## config.mk

```make
export PLATFORM = sky130hd
export DESIGN_NAME = bidir_timer
export DESIGN_NICKNAME = d
export VERILOG_FILES = /design/src/rtl/timer_pkg.sv /design/src/rtl/timer_tick_sel.sv /design/src/rtl/timer_counter.sv /design/src/rtl/timer_flags.sv /design/src/rtl/bidir_timer.sv
export SDC_FILE = /design/constraint.sdc
export NUM_CORES = 1
export LEC_CHECK = 0
export BUFFER_PORTS_ARGS = -buffer_cell sky130_fd_sc_hd__buf_2
export CORE_MARGIN = 2
export CORE_UTILIZATION = 55
export DETAILED_ROUTE_END_ITERATION = 7
export GPL_ROUTABILITY_DRIVEN = 0
export PLACE_DENSITY = 0.89
export SETUP_SLACK_MARGIN = 0.4
export SLEW_MARGIN = 20
export SYNTH_ARGS = -nofsm -noshare
export SYNTH_HDL_FRONTEND = slang
export SYNTH_SLANG_ARGS = --single-unit
```

## constraint.sdc

```tcl
create_clock -name clk -period 3 [get_ports clk]
set_input_delay 0.75 -clock clk [delete_from_list [all_inputs] [get_ports clk]]
set_output_delay 0.75 -clock clk [all_outputs]
set_load 0.01 [all_outputs]
```

## src/rtl/timer_pkg.sv

```systemverilog
package timer_pkg;

    typedef enum logic [1:0] {
        MODE_FREE       = 2'd0,
        MODE_CLR_ON_CMP = 2'd1,
        MODE_UPDN_MAX   = 2'd2,
        MODE_UPDN_CMP   = 2'd3
    } tmode_e;

    typedef enum logic [1:0] {
        REG_COUNT   = 2'd0,
        REG_CMP_BUF = 2'd1,
        REG_FLAGS   = 2'd2,
        REG_CMP_ACT = 2'd3
    } treg_e;

    localparam int FLAG_CMP_BIT = 0;
    localparam int FLAG_OVF_BIT = 1;

endpackage

```

## src/rtl/timer_tick_sel.sv

```systemverilog
module timer_tick_sel (
    input  logic tick_int,
    input  logic tick_ext,
    input  logic src_sel,
    output logic tick
);
    always_comb begin
        tick = src_sel ? tick_ext : tick_int;
    end
endmodule

```

## src/rtl/timer_counter.sv

```systemverilog
module timer_counter
    import timer_pkg::*;
#(
    parameter int W = 8
) (
    input  logic         clk,
    input  logic         rst_n,
    input  logic         tick,
    input  tmode_e       mode,
    input  logic         cnt_wr,
    input  logic         cmp_wr,
    input  logic [W-1:0] wr_data,
    output logic [W-1:0] cnt_o,
    output logic [W-1:0] cmp_buf_o,
    output logic [W-1:0] cmp_act_o,
    output logic         ev_match,
    output logic         ev_ovf
);
    localparam logic [W-1:0] MAXV = {W{1'b1}};
    localparam logic [W-1:0] ONE  = W'(1);

    typedef struct packed {
        logic [W-1:0] cnt;
        logic [W-1:0] hold;
        logic [W-1:0] act;
        logic         up;
        logic         blk;
    } cnt_st_t;

    cnt_st_t      st_d, st_q;
    logic         updown;
    logic [W-1:0] top;
    logic         upd;

    always_comb begin
        st_d     = st_q;
        updown   = (mode == MODE_UPDN_MAX) || (mode == MODE_UPDN_CMP);
        top      = ((mode == MODE_FREE) || (mode == MODE_UPDN_MAX)) ? MAXV : st_q.act;
        ev_match = tick && !st_q.blk && (st_q.cnt == st_q.act);
        ev_ovf   = tick && (updown ? (!st_q.up && st_q.cnt == '0) : (st_q.cnt == MAXV));
        upd      = tick && (updown ? (st_q.cnt == '0) : (st_q.cnt == top));

        if (cmp_wr) st_d.hold = wr_data;
        if (upd)    st_d.act  = st_q.hold;

        if (tick) begin
            st_d.blk = 1'b0;
            if (!updown) begin
                st_d.cnt = (st_q.cnt == top) ? '0 : st_q.cnt + ONE;
            end else if (st_q.up) begin
                if (st_q.cnt == top) begin
                    st_d.up  = 1'b0;
                    st_d.cnt = (st_q.cnt == '0) ? '0 : st_q.cnt - ONE;
                end else begin
                    st_d.cnt = st_q.cnt + ONE;
                end
            end else begin
                if (st_q.cnt == '0) begin
                    st_d.up  = 1'b1;
                    st_d.cnt = (top == '0) ? '0 : ONE;
                end else begin
                    st_d.cnt = st_q.cnt - ONE;
                end
            end
        end

        if (cnt_wr) begin
            st_d.cnt = wr_data;
            st_d.blk = 1'b1;
        end
    end

    always_ff @(posedge clk or negedge rst_n) begin
        if (!rst_n) begin
            st_q <= '{cnt: '0, hold: '0, act: '0, up: 1'b1, blk: 1'b0};
        end else begin
            st_q <= st_d;
        end
    end

    assign cnt_o     = st_q.cnt;
    assign cmp_buf_o = st_q.hold;
    assign cmp_act_o = st_q.act;

    // a count write lands on the next edge
    a_r8_count_load: assert property (@(posedge clk) disable iff (!rst_n)
        cnt_wr |=> (st_q.cnt == $past(wr_data)));

    // free mode wraps from all ones to zero
    a_r3_wrap: assert property (@(posedge clk) disable iff (!rst_n)
        (tick && !cnt_wr && mode == MODE_FREE && st_q.cnt == MAXV) |=> (st_q.cnt == '0));

    // active compare value moves only on a tick
    a_r7_act_hold: assert property (@(posedge clk) disable iff (!rst_n)
        !tick |=> $stable(st_q.act));

    // counting down away from zero steps by one
    a_r5_down_step: assert property (@(posedge clk) disable iff (!rst_n)
        (tick && !cnt_wr && updown && !st_q.up && st_q.cnt != '0)
        |=> (st_q.cnt == $past(st_q.cnt) - ONE));
endmodule

```

## src/rtl/timer_flags.sv

```systemverilog
module timer_flags (
    input  logic clk,
    input  logic rst_n,
    input  logic ev_match,
    input  logic ev_ovf,
    input  logic clr_cmp,
    input  logic clr_ovf,
    output logic cmp_flag,
    output logic ovf_flag,
    output logic wave
);
    typedef struct packed {
        logic cmp;
        logic ovf;
        logic wave;
    } flag_st_t;

    flag_st_t fl_d, fl_q;

    always_comb begin
        fl_d      = fl_q;
        fl_d.cmp  = (fl_q.cmp & ~clr_cmp) | ev_match;
        fl_d.ovf  = (fl_q.ovf & ~clr_ovf) | ev_ovf;
        fl_d.wave = fl_q.wave ^ ev_match;
    end

    always_ff @(posedge clk or negedge rst_n) begin
        if (!rst_n) fl_q <= '0;
        else        fl_q <= fl_d;
    end

    assign cmp_flag = fl_q.cmp;
    assign ovf_flag = fl_q.ovf;
    assign wave     = fl_q.wave;

    // a set wins over a simultaneous clear
    a_r9_set_wins: assert property (@(posedge clk) disable iff (!rst_n)
        ev_match |=> fl_q.cmp);

    // a clear without a new overflow empties the bit
    a_r9_ovf_clear: assert property (@(posedge clk) disable iff (!rst_n)
        (clr_ovf && !ev_ovf) |=> !fl_q.ovf);

    // waveform toggles on a match
    a_r6_toggle: assert property (@(posedge clk) disable iff (!rst_n)
        ev_match |=> (fl_q.wave != $past(fl_q.wave)));

    // waveform holds otherwise
    a_r6_quiet: assert property (@(posedge clk) disable iff (!rst_n)
        !ev_match |=> $stable(fl_q.wave));
endmodule

```

## src/rtl/bidir_timer.sv

```systemverilog
module bidir_timer
    import timer_pkg::*;
#(
    parameter int W = 8
) (
    input  logic         clk,
    input  logic         rst_n,
    input  logic         tick_int,
    input  logic         tick_ext,
    input  logic         src_sel,
    input  logic [1:0]   mode,
    input  logic         wr_en,
    input  logic [1:0]   addr,
    input  logic [W-1:0] wr_data,
    output logic [W-1:0] rd_data,
    output logic [W-1:0] count,
    output logic         wave,
    output logic         irq_cmp,
    output logic         irq_ovf
);
    logic         tick;
    logic         cnt_wr, cmp_wr, clr_cmp, clr_ovf;
    logic         ev_match, ev_ovf;
    logic [W-1:0] cmp_buf, cmp_act;
    tmode_e       mode_e;

    always_comb begin
        mode_e  = tmode_e'(mode);
        cnt_wr  = wr_en && (treg_e'(addr) == REG_COUNT);
        cmp_wr  = wr_en && (treg_e'(addr) == REG_CMP_BUF);
        clr_cmp = wr_en && (treg_e'(addr) == REG_FLAGS) && wr_data[FLAG_CMP_BIT];
        clr_ovf = wr_en && (treg_e'(addr) == REG_FLAGS) && wr_data[FLAG_OVF_BIT];
    end

    timer_tick_sel i_tick_sel (
        .tick_int (tick_int),
        .tick_ext (tick_ext),
        .src_sel  (src_sel),
        .tick     (tick)
    );

    timer_counter #(.W(W)) i_counter (
        .clk       (clk),
        .rst_n     (rst_n),
        .tick      (tick),
        .mode      (mode_e),
        .cnt_wr    (cnt_wr),
        .cmp_wr    (cmp_wr),
        .wr_data   (wr_data),
        .cnt_o     (count),
        .cmp_buf_o (cmp_buf),
        .cmp_act_o (cmp_act),
        .ev_match  (ev_match),
        .ev_ovf    (ev_ovf)
    );

    timer_flags i_flags (
        .clk      (clk),
        .rst_n    (rst_n),
        .ev_match (ev_match),
        .ev_ovf   (ev_ovf),
        .clr_cmp  (clr_cmp),
        .clr_ovf  (clr_ovf),
        .cmp_flag (irq_cmp),
        .ovf_flag (irq_ovf),
        .wave     (wave)
    );

    always_comb begin
        rd_data = '0;
        unique case (treg_e'(addr))
            REG_COUNT:   rd_data = count;
            REG_CMP_BUF: rd_data = cmp_buf;
            REG_FLAGS: begin
                rd_data[FLAG_CMP_BIT] = irq_cmp;
                rd_data[FLAG_OVF_BIT] = irq_ovf;
            end
            REG_CMP_ACT: rd_data = cmp_act;
            default:     rd_data = '0;
        endcase
    end

    // no selected tick and no load leaves the count unchanged
    a_r2_idle_hold: assert property (@(posedge clk) disable iff (!rst_n)
        (!(src_sel ? tick_ext : tick_int) && !cnt_wr) |=> $stable(count));

    // flag readback matches the flag outputs
    a_r10_flag_read: assert property (@(posedge clk) disable iff (!rst_n)
        (treg_e'(addr) == REG_FLAGS) |-> (rd_data[1:0] == {irq_ovf, irq_cmp}));
endmodule

```

==> results of run 1 <==
[cell type report]
class	instances	share of cell area
Timing Repair Buffer	45	0.107
Multi-Input combinational cell	175	0.523
Inverter	3	0.00453
Clock inverter	2	0.0151
Sequential cell	29	0.292
Clock buffer	6	0.0332
Tap cell	48	0.0242
[kinds of logic after synthesis]
group / share of synthesized area
simple gates: 0.200
xor+xnor: 0.0663
mux: 0.145
buf+inv: 0.0533
fa+ha+maj: 0.0178
flops: 0.344
compound gates: 0.173
[power breakdown]
part	switching (W)	total [W]	internal [W]
registers	0.000154	0.000625	0.000471
clock network	0.000156	0.000426	0.000270
logic	0.000357	0.000677	0.000320
total	0.000667	0.00173	0.00106
[path summary, 6_finish.rpt]
check                              startpoint                endpoint  slack (ns)  cells past startpoint
hold / removal                   i_flags.wave            i_flags.wave        0.48                      1
min in group asynchronous               rst_n  i_counter.cmp_act_o[0]        0.49                      1
setup / recovery                      mode[0]  i_counter.cmp_act_o[3]        0.43                      8
setup reg to reg           i_counter.cnt_o[3]  i_counter.cmp_act_o[3]        0.50                      7
hold reg to reg                  i_flags.wave            i_flags.wave        0.48                      1
max in group asynchronous               rst_n      i_counter.cnt_o[2]        2.08                      1
[stage by stage]
step	cell area, um^2	power (W)	utilization	cells	hold WS (ns)
CTS	2420	0.00169	0.657	306	0.482
global placement	2300	0.00124	0.625	298	0.456
detailed placement	2300	0.00126	0.625	298	0.470
floorplan	2110	0.00108	-	226	0.442
finish	2490	0.00173	0.674	308	0.478
global route	2490	0.00182	0.674	308	0.490
[repair_timing]
item,in CTS,in global routing
pin swaps,1,3
endpoints found under the setup margin,4,8
resized for setup,0,8
buffers inserted,0,2
[layout by cell type (no fill, tap or decap), types with 4 or more instances in the layout]
cell type / instances
a21oi_1: 10
a31oi_1: 5
and3_1: 5
buf_2: 35
buf_4: 8
clkbuf_8: 6
dfrtp_1: 28
mux2_2: 15
mux2i_1: 7
nand2_1: 19
nand2b_1: 6
nand3_1: 4
nor2_1: 11
nor2b_1: 7
nor3_1: 5
o21ai_0: 13
o22ai_1: 7
xnor2_1: 9
xor2_1: 7
[layer usage]
metal	vias to the layer above	share of wire	global-route usage
li1	883	-	-
met1	961	0.41	0.385
met2	135	0.47	0.461
met3	18	0.098	0.0716
met4	0	0.023	0.0944
met5	-	0	0
[registers in the layout, summed over array words and instances (netlist names)]
signal	flops
i_counter.cmp_act_o	8
i_counter.cmp_buf_o	8
i_counter.cnt_o	8
i_counter.st_q	2
i_flags.cmp_flag	1
i_flags.ovf_flag	1
i_flags.wave	1
==> Flow_metrics.wiki, run 1 <==
{| class="wikitable"
! Metric !! Value
|-
| Buffers & Inverters on Critical Path || 2
|-
| Setup WS post-layout || 0.430 ns
|-
| Largest clock skew in the final design || 0.00614 ns
|-
| Worst path max stage delay || 0.48 ns
|-
| CTS tree || built
|-
| Share of Yosys cell area claimed by the top area cell type || 0.332
|-
| Register clock-pin slew on the reported worst setup and hold paths || 0.06 ns
|-
| Number of buffers added by the clock tree synthesis step || 5
|-
| Vias in the first global route || 1859
|-
| Worst path cell trace || buf_6 > or3b_4 > o2bb2a_4 > a2111oi_4 > nand3b_4 > a21oi_4 > buf_12 > mux2_2
|-
| Mean number of vias per cell || 6.48
|-
| Clock latency on the worst-skew pair || 0.29 ns
|-
| H-tree lvl count || 2
|-
| Peak fanout along the critical path || 10
|-
| DP HPWL || 4130 um
|-
| DR vias || 1997
|-
| Finish-stage setup viols || 0
|-
| Count of routing violations after the opening detailed-route iteration || 189
|-
| Top cells by area in the synthesized netlist || dfrtp_1 33%, mux2_2 9.1%, xnor2_1 3.7%, nand2_1 3.4%, mux2i_1 3.3%
|-
| Cell with the most instances after synthesis || dfrtp_1
|-
| Worst slew margin relative to its limit || 0.491
|-
| Startpoint-to-endpoint class of the critical path || in -> reg
|-
| Proportion of synthesized flip-flops having asynchronous set or reset || 1.00
|-
| Largest area contributor in the synthesized netlist || dfrtp_1
|-
| Sort of element at the start of the critical path || primary input
|-
| CORE AREA || 3690 um^2
|-
| Drt first pass iters || 5
|-
| Aggregate negative setup slack || 0 ns
|-
| Max-capacitance violation count || 0
|-
| Post-synth cell types || 51
|-
| Wire length of the first global-routing pass || 9250 um
|-
| Slowest library cell on the worst path || a2111oi_4
|-
| Req. time, crit path || 3.17 ns
|-
| Transition time at the pin with the least slew margin || 0.764 ns
|-
| Post-CTS Hold Buffers || 0
|-
| Register cell area after layout || 727 um^2
|-
| Multi-input combinational cell area || 1300 um^2
|-
| Most used flip-flop cell after synthesis || dfrtp_1
|-
| N_diodes || 0
|-
| Initial core utilization || 0.573
|-
| Average routed wire per standard cell || 18.9 um
|-
| Crit-path leading delay family || compound AO/OA/AOI/OAI gates
|-
| Synthesized Nets || 247
|-
| Fillers || 296
|-
| Root buffer cell || clkbuf_8
|-
| Pin count of the biggest net entering global routing || 30
|-
| Width of the chip || 66.0 um
|-
| Sinks on the clock net || 29
|-
| Worst vdd ir || 0.460 mV
|-
| Number of routed nets with antenna violations || 0
|-
| Power density relative to cell area || 695 nW/um^2
|-
| Hold violation total from the final report || 0
|-
| Initial antenna violation count || 0
|-
| Commonest cells post-synth || 28 x dfrtp_1, 19 x nand2_1, 17 x mux2_2
|-
| Kind of capture point of the worst setup path || flop
|-
| Pins over their slew limit || 0
|-
| Number of rows in the core area || 22
|-
| Number of synthesis warnings || 0
|-
| Setup repair after global routing missed its margin || no
|-
| Die Footprint || 4350 um^2
|-
| Bufs on Longest Clock Path || 2
|-
| Mapped Avg Cell Area || 9.35 um^2
|-
| Total standard cell area after synthesis || 2110 um^2
|-
| Worst hold path class || reg -> reg
|-
| Number of synthesized register bits || 29
|-
| Overall die height || 66.0 um
|-
| Total DRC errors in the routed layout || 0
|-
| Tcrit/Tclk final || 0.857
|-
| Post-synthesis instance total || 226
|-
| Wire length reported by the detailed router || 5830 um
|-
| Final global-route overflow total || 0
|-
| Post-layout net count || 280
|-
| Dpl ws || 0.0988 ns
|-
| Max Clk Rate || 0.389 GHz
|-
| Arrival @ worst endpoint || 2.74 ns
|-
| Synthesis-to-layout area growth || 17.6%
|-
| Run status || finished, final reports clean
|-
| Sequential-to-total area share from yosys stat || 0.344
|-
| EDFF count, synth || 0
|-
| Count of boundary I/O pins || 37
|-
| Leakage component of the power || 1.14 nW
|-
| All-layer global routing usage || 0.288
|-
| Buffers on Ports || 36
|-
| Final critical path time including I/O delays and setup || 2.57 ns
|-
| Share of final-layout standard cells stronger than drive strength 1 || 0.304
|}
Note: power is estimated with default switching activity, not from simulation.
==> run 2: changes to the inputs <==
Settings changed: CORE_UTILIZATION 55 to 51, PLACE_DENSITY 0.89 to 0.87.
Clock period 3 ns to 2.33 ns, I/O delays scaled along.
==> run 2 against run 1 <==
- setup slack worse by 0.32 ns
- clock power is 2% higher
- sequential share of layout area is 2.5 points lower
- critical path type is now reg -> reg
- critical endpoint is now i_counter.cmp_act_o[0]
- largest cell class unchanged
==> Flow_metrics.wiki, run 2 (synthesis results as in run 1) <==
{| class="wikitable"
! Metric !! Value
|-
| Hold violation total from the final report || 0 (unchanged)
|-
| Wire length of the first global-routing pass || 10300 um (+11%)
|-
| Setup WS post-layout || 0.111 ns (-0.319 ns)
|-
| Number of rows in the core area || 23 (+4.5%)
|-
| Clock latency on the worst-skew pair || 0.30 ns (about the same)
|-
| Vias in the first global route || 2073 (+12%)
|-
| Clock share of power || 0.186 (-0.060)
|-
| Wire length reported by the detailed router || 6620 um (+14%)
|-
| N_diodes || 0 (unchanged)
|-
| Pin count of the biggest net entering global routing || 30 (unchanged)
|-
| Combinational share of power || 0.484 (+0.092)
|-
| Sort of element at the start of the critical path || flop
|-
| Largest clock skew in the final design || 0.00717 ns (+0.00103 ns)
|-
| H-tree lvl count || 2 (unchanged)
|-
| Count of boundary I/O pins || 37 (unchanged)
|-
| Worst vdd ir || 0.494 mV (+7.5%)
|-
| Placed insts || 315 (+5.7%)
|-
| Max-capacitance violation count || 0 (unchanged)
|-
| Finish-stage setup viols || 0 (unchanged)
|-
| Most frequent standard cell in the layout excluding fill and tap cells || buf_2
|-
| All-layer global routing usage || 0.310 (+0.0216)
|-
| Die Footprint || 4670 um^2 (+7.4%)
|-
| Width of the chip || 68.4 um (+3.6%)
|-
| Cell-internal power || 0.00140 W (+32%)
|-
| Fillers || 275 (-7.1%)
|-
| Sw Pwr || 0.000929 W (+39%)
|-
| Commonest cells after routing, fill and taps aside || 32 x buf_2, 22 x dfrtp_1, 22 x buf_4
|-
| Run status || finished, final reports clean
|-
| Total DRC errors in the routed layout || 0 (unchanged)
|-
| Fin cells || 330 (+7.1%)
|-
| Root buffer cell || clkbuf_8
|-
| Dpl ws || -0.227 ns (-0.326 ns)
|-
| Req. time, crit path || 2.51 ns (-0.66 ns)
|-
| Final global-route overflow total || 0 (unchanged)
|-
| Overall die height || 68.4 um (+3.6%)
|-
| Arrival @ worst endpoint || 2.40 ns (-0.34 ns)
|-
| Count of routing violations after the opening detailed-route iteration || 238 (+26%)
|-
| DR vias || 2106 (+5.5%)
|-
| Sinks on the clock net || 29 (unchanged)
|-
| Power density relative to cell area || 845 nW/um^2 (+22%)
|-
| DP HPWL || 4250 um (+2.9%)
|-
| Mean number of vias per cell || 6.38 (-1.6%)
|-
| Peak fanout along the critical path || 4 (-6)
|-
| Final critical path time including I/O delays and setup || 2.22 ns
|-
| Flop pwr share || 0.330 (-0.032)
|-
| Initial antenna violation count || 0 (unchanged)
|-
| CORE AREA || 4000 um^2 (+8.4%)
|-
| Worst hold path class || in -> async
|-
| Register clock-pin slew on the reported worst setup and hold paths || 0.06 ns (about the same)
|-
| Sw frac || 0.399 (+0.0131)
|-
| Placed inst area || 2430 um^2 (+5.5%)
|-
| Final cell area excluding filler cells || 2750 um^2 (+11%)
|-
| CTS tree || built
|-
| Initial core utilization || 0.528 (-0.0446)
|-
| Tcrit/Tclk final || 0.952
|-
| Bufs on Longest Clock Path || 2 (unchanged)
|-
| Pins over their slew limit || 0 (unchanged)
|-
| Post-CTS Hold Buffers || 0 (unchanged)
|-
| Transition time at the pin with the least slew margin || 0.662 ns (-0.102 ns)
|-
| Buffers on Ports || 36 (unchanged)
|-
| Startpoint-to-endpoint class of the critical path || reg -> reg
|-
| Total power draw || 0.00233 W (+35%)
|-
| Synthesis-to-layout area growth || 30.2%
|-
| Worst slew margin relative to its limit || 0.559 (+0.0680)
|-
| Post-layout net count || 301 (+7.5%)
|-
| Share of final-layout standard cells stronger than drive strength 1 || 0.411 (+0.107)
|-
| Beginning of the critical path || i_counter.cnt_o[3]
|-
| Aggregate negative setup slack || 0 ns (unchanged)
|-
| Kind of capture point of the worst setup path || flop
|-
| Average routed wire per standard cell || 20.1 um (+6.1%)
|-
| R2R Path Start || i_counter.cnt_o[3]
|-
| Max Clk Rate || 0.451 GHz
|-
| Setup repair after global routing missed its margin || yes
|-
| Drt first pass iters || 5 (unchanged)
|-
| Number of routed nets with antenna violations || 0 (unchanged)
|-
| Leakage component of the power || 1.25 nW (+10%)
|-
| Number of buffers added by the clock tree synthesis step || 5 (unchanged)
|}
==> run 2: area by class of cell <==
class / count / area, um^2 / share of cell area
tap: 50 / 62.6 / 0.0227
clock buffer: 7 / 86.3 / 0.0314
multi-input combinational: 175 / 1390 / 0.506
inverter: 3 / 11.3 / 0.00409
sequential: 29 / 734 / 0.267
timing repair buffer: 66 / 464 / 0.169
==> run 2: stage by stage <==
step	hold slack [ns]	util
floorplan	0.287	-
global placement	0.454	0.608
detailed placement	0.465	0.608
CTS	0.340	0.673
global route	0.373	0.688
finish	0.321	0.688
==> run 2: timing repair <==
action                                  4_1_cts  5_1_grt
endpoints found under the setup margin       24       23
pin swaps                                    16        5
hold endpoints to repair                      0        0
setup buffers                                 7        1
gates resized for setup                      34       16
==> run 2: path summary, 6_finish.rpt <==
path                                                to  slack (ns)  cells after the start
min in group clk                          i_flags.wave        0.47                      1
worst min register to register            i_flags.wave        0.47                      1
worst min-delay path            i_counter.cmp_buf_o[3]        0.32                      1
worst max register to register  i_counter.cmp_act_o[0]        0.11                      7
max in group asynchronous           i_counter.cnt_o[4]        1.54                      1
worst max-delay path            i_counter.cmp_act_o[0]        0.11                      7
==> run 2: critical path, stage by stage (launching register included) <==
cell and delay (ns):
dfrtp_1 0.41, or3b_1 0.37, o2bb2a_4 0.21, a2111oi_4 0.37, nand3b_4 0.12, a21oi_4 0.17
buf_6 0.15, mux2_4 0.31
==> run 2: power groups by stage <==
stage | Combinational, W | Clock, W | Sequential, W
after floorplan | 0.000691 | 0 | 0.000705
after global placement | 0.000921 | 0 | 0.000749
after detailed placement | 0.000941 | 0 | 0.000758
after CTS | 0.00104 | 0.000435 | 0.000750
after global routing | 0.00120 | 0.000457 | 0.000780
final | 0.00113 | 0.000433 | 0.000767
==> run 2: per-layer routing <==
| layer | global-route usage | share of wire |
|---|---|---|
| met1 | 0.373 | 0.40 |
| met5 | 0 | 0 |
| met4 | 0.140 | 0.046 |
| met2 | 0.518 | 0.48 |
| met3 | 0.0806 | 0.072 |
==> run 3: changes to the inputs <==
Clock period 2.33 ns to 1.8 ns, I/O delays scaled along.
==> run 3 against run 2 <==
- the run now ends with setup timing left
- maximum frequency down 11%
- global-route usage up 3.7 points
- combinational power up 100%
- final area up 23%
- clock power up 48%
- critical endpoint is now i_counter.cmp_act_o[2]
- largest power group unchanged
- highest routed layer unchanged
==> Flow_metrics.wiki, run 3 (synthesis results as in run 1) <==
{| class="wikitable"
! Metric !! Value
|-
| Sort of element at the start of the critical path || flop
|-
| Run status || finished, violations left
|-
| Most frequent standard cell in the layout excluding fill and tap cells || buf_4
|-
| Count of routing violations after the opening detailed-route iteration || 339 (+42%)
|-
| Synthesis-to-layout area growth || 60.4%
|-
| Width of the chip || 68.4 um (unchanged)
|-
| Buffers & Inverters on Critical Path || 1 (unchanged)
|-
| Pin count of the biggest net entering global routing || 30 (unchanged)
|-
| Register clock-pin slew on the reported worst setup and hold paths || 0.07 ns (about the same)
|-
| Wire length of the first global-routing pass || 11500 um (+12%)
|-
| Worst hold path class || in -> async
|-
| Combinational share of power || 0.584 (+0.100)
|-
| Buffers on Ports || 36 (unchanged)
|-
| DP HPWL || 4760 um (+12%)
|-
| Worst path cell trace || or3b_1 > o2bb2a_4 > a2111oi_4 > nand3b_4 > a21oi_4 > buf_6 > mux2_4
|-
| Total DRC errors in the routed layout || 0 (unchanged)
|-
| Sw Pwr || 0.00162 W (+75%)
|-
| Register-to-Register Path Depth || 7 (unchanged)
|-
| Post-layout net count || 343 (+14%)
|-
| Crit Reg-Reg Endpoint || i_counter.cmp_act_o[2]
|-
| Fillers || 191 (-31%)
|-
| Aggregate negative setup slack || -10.45 ns (-10.45 ns)
|-
| Clock latency on the worst-skew pair || 0.31 ns (about the same)
|-
| Count of boundary I/O pins || 37 (unchanged)
|-
| Mean number of vias per cell || 6.79 (+6.3%)
|-
| Finish-stage setup viols || 21 (+21)
|-
| CORE AREA || 4000 um^2 (unchanged)
|-
| N_diodes || 0 (unchanged)
|-
| Wire length reported by the detailed router || 9270 um (+40%)
|-
| Max-capacitance violation count || 0 (unchanged)
|-
| Req. time, crit path || 1.99 ns (-0.52 ns)
|-
| Slowest library cell on the worst path || a2111oi_4
|-
| Register cell area after layout || 733 um^2 (-0.17%)
|-
| Die Footprint || 4670 um^2 (unchanged)
|-
| Worst Setup EP || i_counter.cmp_act_o[2]
|-
| Cell-internal power || 0.00229 W (+64%)
|-
| Drt first pass iters || 5 (unchanged)
|-
| Kind of capture point of the worst setup path || flop
|-
| Leakage component of the power || 1.53 nW (+22%)
|-
| Initial core utilization || 0.528 (unchanged)
|-
| Number of routed nets with antenna violations || 0 (unchanged)
|-
| Clock share of power || 0.164 (-0.022)
|-
| Sinks on the clock net || 29 (unchanged)
|-
| CTS tree || built
|-
| Average routed wire per standard cell || 24.8 um (+24%)
|-
| Initial antenna violation count || 0 (unchanged)
|-
| Max Clk Rate || 0.403 GHz (-11%)
|-
| Power density relative to cell area || 1150 nW/um^2 (+37%)
|-
| Number of buffers added by the clock tree synthesis step || 5 (unchanged)
|-
| Worst vdd ir || 0.925 mV (+87%)
|-
| Largest clock skew in the final design || 0.00678 ns (-0.000396 ns)
|-
| Worst path max stage delay || 0.50 ns (+0.09 ns)
|-
| Overall die height || 68.4 um (unchanged)
|-
| DR vias || 2531 (+20%)
|-
| Setup WS post-layout || -0.683 ns (-0.794 ns)
|-
| Commonest cells after routing, fill and taps aside || 45 x buf_4, 34 x buf_6, 26 x buf_2
|-
| Number of rows in the core area || 23 (unchanged)
|-
| Worst slew margin relative to its limit || 0.508 (-0.0501)
|-
| Flop pwr share || 0.252 (-0.078)
|-
| R2R Path Start || i_counter.cnt_o[3]
|-
| Transition time at the pin with the least slew margin || 0.737 ns (+0.0751 ns)
|-
| Final critical path time including I/O delays and setup || 2.48 ns (+0.264 ns)
|-
| Internal reg-to-reg setup slack || -0.68 ns (-0.79 ns)
|-
| Startpoint-to-endpoint class of the critical path || reg -> reg
|-
| All-layer global routing usage || 0.347 (+0.0369)
|-
| Bufs on Longest Clock Path || 2 (unchanged)
|-
| Arrival @ worst endpoint || 2.67 ns (+0.27 ns)
|-
| Beginning of the critical path || i_counter.cnt_o[3]
|-
| Setup repair after global routing missed its margin || yes
|-
| Share of final-layout standard cells stronger than drive strength 1 || 0.576 (+0.165)
|-
| Crit-path leading delay family || compound AO/OA/AOI/OAI gates
|-
| Tcrit/Tclk final || 1.38 (+0.427)
|-
| Pins over their slew limit || 0 (unchanged)
|-
| Final global-route overflow total || 0 (unchanged)
|-
| Multi-input combinational cell area || 1590 um^2 (+14%)
|-
| Vias in the first global route || 2346 (+13%)
|-
| Total power draw || 0.00391 W (+68%)
|-
| Hold violation total from the final report || 0 (unchanged)
|-
| Post-CTS Hold Buffers || 0 (unchanged)
|-
| Root buffer cell || clkbuf_8
|-
| Sw frac || 0.415 (+0.0156)
|-
| Peak fanout along the critical path || 4 (unchanged)
|-
| Failing checks || setup timing
|-
| H-tree lvl count || 2 (unchanged)
|-
| Stages on the worst setup path || 7 (unchanged)
|}
==> run 3: repair_timing <==
item	in CTS	in global routing
pin swaps	23	20
setup endpoints to repair	36	36
setup buffers	16	7
resized for setup	62	34
==> run 3: worst min path at each step <==
| stage | end | slack (ns) | cells after the start | start |
|---|---|---|---|---|
| after floorplan | i_counter.cmp_act_o[0] | 0.15 | 0 | rst_n |
| after global placement | i_flags.wave | 0.46 | 1 | i_flags.wave |
| after detailed placement | i_flags.wave | 0.47 | 1 | i_flags.wave |
| final | i_counter.cnt_o[5] | 0.20 | 1 | rst_n |
| after CTS | i_counter.cnt_o[6] | 0.21 | 1 | rst_n |
| after global routing | i_counter.cmp_act_o[2] | 0.23 | 1 | rst_n |
==> run 3: power by group through the flow <==
stage	sequential [W]	combinational, W	clock (W)
floorplan	0.000918	0.000959	0
global placement	0.000924	0.00147	0
detailed placement	0.000933	0.00151	0
CTS	0.000935	0.00187	0.000612
global route	0.000989	0.00237	0.000654
finish	0.000985	0.00229	0.000641
==> run 3: cell type report <==
| type | instances | area share |
|---|---|---|
| inverter | 3 | 0.00332 |
| clock inverter | 1 | 0.00148 |
| multi-input combinational | 175 | 0.468 |
| tap | 50 | 0.0185 |
| sequential | 29 | 0.216 |
| timing repair buffer | 108 | 0.264 |
| clock buffer | 7 | 0.0284 |
==> run 3: worst register-to-register path, delay by kind of cell, from the launching register on <==
kind                   cells  cell delay, ns
AOI/OAI and AO/OA          3            0.91
and+or+nand+nor            2            0.53
DFF                        1            0.44
buffers and inverters      1            0.16
muxes                      1            0.32
==> run 3: per-layer routing <==
layer | global-route usage | up-vias | part of all wire
met2 | 0.587 | 245 | 0.46
met4 | 0.185 | 0 | 0.069
li1 | - | 1006 | -
met3 | 0.0905 | 76 | 0.12
met5 | 0 | - | 0
met1 | 0.399 | 1204 | 0.35
==> run 3: through the flow <==
| stage | hold slack, ns | worst slack [ns] | cell area, um^2 | instances | util |
|---|---|---|---|---|---|
| after global placement | 0.458 | -0.569 | 2680 | 342 | 0.671 |
| after global routing | 0.233 | -0.660 | 3390 | 373 | 0.847 |
| after detailed placement | 0.469 | -0.612 | 2680 | 342 | 0.671 |
| final | 0.197 | -0.683 | 3390 | 373 | 0.847 |
| after CTS | 0.206 | -0.463 | 3170 | 366 | 0.792 |
| after floorplan | 0.154 | -0.450 | 2230 | 226 | - |
